===== config.mk =====
export PLATFORM = sky130hd
export DESIGN_NAME = mbus_mem_target
export DESIGN_NICKNAME = d
export VERILOG_FILES = /design/src/rtl/mbus_pkg.sv /design/src/rtl/mbus_seq.sv /design/src/rtl/mbus_word_store.sv /design/src/rtl/mbus_mem_target.sv
export SDC_FILE = /design/constraint.sdc
export NUM_CORES = 1
export LEC_CHECK = 0
export BUFFER_PORTS_ARGS = -buffer_cell sky130_fd_sc_hd__buf_4
export CAP_MARGIN = 0
export CORE_MARGIN = 2
export CORE_UTILIZATION = 25
export DETAILED_ROUTE_END_ITERATION = 8
export HOLD_SLACK_MARGIN = 0.12
export PLACE_DENSITY = 0.49
export REMOVE_ABC_BUFFERS = 1
export SLEW_MARGIN = 20
export SYNTH_ARGS = -nofsm -noshare
export SYNTH_HDL_FRONTEND = slang
export SYNTH_SLANG_ARGS = --single-unit

===== constraint.sdc =====
create_clock -name clk -period 2.35 [get_ports clk]
set_input_delay 0.1175 -clock clk [delete_from_list [all_inputs] [get_ports clk]]
set_output_delay 0.1175 -clock clk [all_outputs]
set_load 0.005 [all_outputs]

===== src/rtl/mbus_pkg.sv =====
package mbus_pkg;

    typedef enum logic [1:0] {
        PH_IDLE = 2'b00,
        PH_ADDR = 2'b01,
        PH_DATA = 2'b10
    } phase_e;

    typedef enum logic {
        CMD_READ  = 1'b0,
        CMD_WRITE = 1'b1
    } cmd_e;

    typedef enum logic [2:0] {
        ST_IDLE,
        ST_ACCESS,
        ST_BEAT_LO,
        ST_BEAT_HI,
        ST_WR_LO,
        ST_WR_HI
    } seq_state_e;

    // Offset of the word index inside a byte address for 64-bit words.
    localparam int WORD_OFS_BITS = 3;

    function automatic logic is_phase(input logic [1:0] raw, input phase_e want);
        return phase_e'(raw) == want;
    endfunction

endpackage


===== src/rtl/mbus_seq.sv =====
module mbus_seq
    import mbus_pkg::*;
#(
    parameter int DATA_W     = 32,
    parameter int IDX_W      = 4,
    parameter int ACCESS_LAT = 5
) (
    input  logic                  clk,
    input  logic                  rst,
    input  logic [1:0]            phase_i,
    input  logic                  cmd_i,
    input  logic [DATA_W-1:0]     lines_i,
    output logic                  busy_o,
    output logic                  drive_o,
    output logic                  hi_beat_o,
    output logic [IDX_W-1:0]      idx_o,
    output logic                  wr_en_o,
    output logic [2*DATA_W-1:0]   wr_word_o
);
    localparam int CNT_W = (ACCESS_LAT > 1) ? $clog2(ACCESS_LAT) : 1;
    localparam logic [CNT_W-1:0] CNT_LAST = CNT_W'(ACCESS_LAT - 1);

    seq_state_e          state_q;
    logic [CNT_W-1:0]    cnt_q;
    logic [IDX_W-1:0]    idx_q;
    logic [DATA_W-1:0]   lo_q;

    always_ff @(posedge clk) begin
        if (rst) begin
            state_q <= ST_IDLE;
            cnt_q   <= '0;
            idx_q   <= '0;
            lo_q    <= '0;
        end else begin
            case (state_q)
                ST_IDLE: begin
                    if (is_phase(phase_i, PH_ADDR)) begin
                        idx_q <= lines_i[WORD_OFS_BITS +: IDX_W];
                        cnt_q <= '0;
                        state_q <= (cmd_e'(cmd_i) == CMD_WRITE) ? ST_WR_LO : ST_ACCESS;
                    end
                end
                ST_ACCESS: begin
                    if (cnt_q == CNT_LAST) state_q <= ST_BEAT_LO;
                    else                   cnt_q   <= cnt_q + 1'b1;
                end
                ST_BEAT_LO: state_q <= ST_BEAT_HI;
                ST_BEAT_HI: state_q <= ST_IDLE;
                ST_WR_LO: begin
                    if (is_phase(phase_i, PH_DATA)) begin
                        lo_q    <= lines_i;
                        state_q <= ST_WR_HI;
                    end
                end
                ST_WR_HI: begin
                    if (is_phase(phase_i, PH_DATA)) state_q <= ST_IDLE;
                end
                default: state_q <= ST_IDLE;
            endcase
        end
    end

    always_comb begin
        busy_o    = (state_q != ST_IDLE);
        drive_o   = (state_q == ST_BEAT_LO) || (state_q == ST_BEAT_HI);
        hi_beat_o = (state_q == ST_BEAT_HI);
        idx_o     = idx_q;
        wr_en_o   = (state_q == ST_WR_HI) && is_phase(phase_i, PH_DATA);
        wr_word_o = {lines_i, lo_q};
    end

endmodule


===== src/rtl/mbus_word_store.sv =====
module mbus_word_store #(
    parameter int WORD_W = 64,
    parameter int DEPTH  = 16,
    parameter int IDX_W  = 4
) (
    input  logic              clk,
    input  logic              rst,
    input  logic              wr_en,
    input  logic [IDX_W-1:0]  idx,
    input  logic [WORD_W-1:0] wr_word,
    output logic [WORD_W-1:0] rd_word
);
    logic [WORD_W-1:0] mem_q [DEPTH];

    always_ff @(posedge clk) begin
        if (rst) begin
            for (int i = 0; i < DEPTH; i++) mem_q[i] <= '0;
        end else if (wr_en) begin
            mem_q[idx] <= wr_word;
        end
    end

    assign rd_word = mem_q[idx];

endmodule


===== src/rtl/mbus_mem_target.sv =====
module mbus_mem_target
    import mbus_pkg::*;
#(
    parameter int DATA_W     = 32,
    parameter int WORDS      = 16,
    parameter int ACCESS_LAT = 5
) (
    input  logic              clk,
    input  logic              rst,
    input  logic [1:0]        bus_phase_i,
    input  logic              bus_cmd_i,
    input  logic [DATA_W-1:0] bus_lines_i,
    output logic [DATA_W-1:0] bus_lines_o,
    output logic              drive_en_o,
    output logic              busy_o
);
    localparam int IDX_W  = (WORDS > 1) ? $clog2(WORDS) : 1;
    localparam int WORD_W = 2 * DATA_W;

    logic              hi_beat;
    logic              drive;
    logic              wr_en;
    logic [IDX_W-1:0]  idx;
    logic [WORD_W-1:0] wr_word;
    logic [WORD_W-1:0] rd_word;

    mbus_seq #(
        .DATA_W    (DATA_W),
        .IDX_W     (IDX_W),
        .ACCESS_LAT(ACCESS_LAT)
    ) u_seq (
        .clk      (clk),
        .rst      (rst),
        .phase_i  (bus_phase_i),
        .cmd_i    (bus_cmd_i),
        .lines_i  (bus_lines_i),
        .busy_o   (busy_o),
        .drive_o  (drive),
        .hi_beat_o(hi_beat),
        .idx_o    (idx),
        .wr_en_o  (wr_en),
        .wr_word_o(wr_word)
    );

    mbus_word_store #(
        .WORD_W(WORD_W),
        .DEPTH (WORDS),
        .IDX_W (IDX_W)
    ) u_store (
        .clk    (clk),
        .rst    (rst),
        .wr_en  (wr_en),
        .idx    (idx),
        .wr_word(wr_word),
        .rd_word(rd_word)
    );

    always_comb begin
        drive_en_o = drive;
        if (!drive)       bus_lines_o = '0;
        else if (hi_beat) bus_lines_o = rd_word[WORD_W-1:DATA_W];
        else              bus_lines_o = rd_word[DATA_W-1:0];
    end

endmodule


==> out/summary.txt <==
peak supply drop: 0.591 mV
area grow syn2layout: 24.4%
CTS Root Cell: clkbuf_16
fin worst setup slack: -0.676 ns
failing checks: setup timing
Hold WC Path Type: in -> reg
fin crit share: 129%
antenna violations before repair: 16
Pwr per Cell Area: 767 nW/µm²
GRT Total Usage: 16.2%
I/O pins: 71
startpoint class of the critical path: register
final WL: 159,000 µm
Avg Cell Area, Syn: 15.4 µm²
status: finished, violations left
DR vias: 27,800
gpl congestion: 0.750
routed length per instance: 26.6 µm
crit-path max FO: 6
register area: 31,700 µm²
pin count of the biggest net entering global routing: 65
port bufs: 70
vias in the first global route: 28,800
number of max-cap violations: 0
Post-DP Area: 53,200 µm²
fmax: 330 MHz
reg2reg setup slack: 0.07 ns
first-pass GRT wire length: 223,000 µm
Final Max Tran Viols: 0
sequential area share after synthesis: 66.4%
CTS tree: done
Initial Util: 25.1%
Synth Warn #: 0
P_leak: 20.6 nW
predominant post-synthesis flop cell: edfxtp_1
Final HPWL DP: 86,900 µm
die area: 194,000 µm²
final global-route overflow total: 0
Fin. Hold Viols: 0
row count: 160
final non-filler cell area: 59,400 µm²
Worst setup EP type: output pin
vias per cell: 4.65
ys async rst share: 0%
TritonCTS buffer count: 114
CP required: 2.23 ns
drt pass-1 iters: 5
number of synthesized register bits: 1,070
skew final: 0.0418 ns
Post-Syn Area: 47,700 µm²
Slew HR: 44.1%
Final min period: 3.03 ns
initial drt markers: 2,901
final setup fails: 32
Core Area: 190,000 µm²
number of library cell types mapped by synthesis: 46
actual slew at the worst max-slew pin: 0.839 ns
Multi-input gate area: 15,400 µm²
FILL cells: 18,500
clk sinks: 1,070
final antenna-violating net count: 0
nets@finish: 3,403
Crit Path Category: reg -> out
H-tree depth: 3
share of layout cells above drive strength 1: 25.4%
DRC Markers: 0
Clock Path Buffers: 3
Clk pin slew, worst setup/hold paths: 0.06 ns
RSZ-0062 raised after global routing: true
synthesized instance count: 3,107
total power: 0.0456 W
EDFF count, synth: 1,024
Die H: 441 µm
die width: 441 µm
CP Data Arrival Time: 2.91 ns
Clock Latency Late Sink: 0.75 ns
==> synth_stat cells, types with 10 or more instances <==
| master | instances | share of area (%) |
|---|---|---|
| clkbuf_2 | 84 | 0.88 |
| mux4_2 | 214 | 10 |
| and2_1 | 1027 | 13 |
| nand3_1 | 30 | 0.31 |
| nor2_1 | 25 | 0.20 |
| buf_2 | 49 | 0.51 |
| edfxtp_1 | 1024 | 64 |
| dfxtp_1 | 46 | 1.9 |
| or2_2 | 17 | 0.22 |
| buf_4 | 21 | 0.33 |
| nand4_1 | 30 | 0.39 |
| nand2_1 | 78 | 0.61 |
| a22oi_1 | 131 | 2.1 |
| buf_1 | 10 | 0.079 |
| nand2b_1 | 23 | 0.30 |
| mux2i_1 | 90 | 1.9 |
| a21oi_1 | 34 | 0.36 |
| clkbuf_1 | 119 | 0.94 |
==> sequential cells by signal, indices dropped and copies added (netlist names), named ones only <==
register	cells
u_seq.idx_o	4
u_seq.cnt_q	3
u_seq.state_q	3
u_store.mem_q	1024
u_seq.lo_q	32
==> area by class of cell <==
class | count | area share, %
sequential | 1070 | 53.4
multi-input combinational | 1750 | 25.9
timing repair buffer | 424 | 9.30
clock buffer | 161 | 5.41
tap | 2511 | 5.29
clock inverter | 55 | 0.702
inverter | 4 | 0.0253
antenna | 5 | 0.0211
==> final timing paths <==
path | from | endpoint | cells after the start
worst min-delay path | bus_lines_i[1] | u_store.mem_q[8][33] | 3
worst max-delay path | register | bus_lines_o[2] | 8
worst max register to register | u_seq.state_q[1] | u_store.mem_q[9][0] | 8
worst min register to register | u_seq.cnt_q[1] | u_seq.cnt_q[1] | 2
==> kinds of logic after synthesis <==
family	synth area share, %
and+or+nand+nor	16.1
DFF	66.4
muxes	12.1
buffers and inverters	2.77
AOI/OAI and AO/OA	2.61
xor gates and xnor gates	0.0367
adders and majority gates	0.0524
==> timing repair <==
action                                  in CTS  in global routing
hold buffers                                70                  0
pin swaps                                   23                 29
setup buffers                               40                 17
endpoints found under the setup margin      32                 48
gates resized for setup                     90                 62
cloned                                      16                  5
endpoints found under the hold margin      558                  0
==> stage by stage <==
stage / std cells / TNS, ns / util, % / hold WS (ns) / setup slack (ns)
6_report: 5980 / -17.87 / 31.3 / 0.334 / -0.676
5_1_grt: 5977 / -21.46 / 31.3 / 0.345 / -0.744
3_3_place_gp: 5613 / -0.664 / 28.0 / 0.458 / -0.255
3_5_place_dp: 5613 / -0.527 / 28.0 / 0.468 / -0.223
2_1_floorplan: 2824 / -2227.32 / - / 0.187 / -10.63
4_1_cts: 5954 / -20.86 / 30.9 / 0.282 / -0.792
==> worst max-delay path, cell delays in order (launching register included) <==
cell and delay, ns:
dfxtp_4 0.42, buf_12 0.16, buf_16 0.14, mux4_2 0.50, nand2b_4 0.16, nand3_2 0.08, nand4_1 0.31, buf_4 0.26
buf_6 0.10
==> cells in the final DEF (no fill, tap or decap), types with 30 or more instances in the layout <==
master	synthesis	final
and2_1	1027	1026
edfxtp_1	1024	1024
mux4_2	214	214
buf_4	21	181
clkbuf_16	0	120
buf_12	0	119
mux2i_1	90	87
a22oi_1	131	79
nand2_1	78	78
dlygate4sd3_1	0	70
a22oi_2	0	52
dfxtp_1	46	41
a21oi_1	34	34
clkinv_2	0	31
nand4_1	30	30
clkbuf_1	119	30
==> power by group <==
group / internal, W / switching (W) / total, W
registers: 0.0215 / 0.000391 / 0.0219
clock network: 0.00984 / 0.00786 / 0.0177
logic: 0.00282 / 0.00313 / 0.00595
==> layer usage <==
| metal | track usage (%) | share of wire, % |
|---|---|---|
| met4 | 4.62 | 2.9 |
| met5 | 0 | 0.013 |
| met1 | 21.7 | 43 |
| met3 | 2.91 | 6.0 |
| met2 | 26.7 | 48 |
Note: power is estimated with default switching activity, not from simulation.
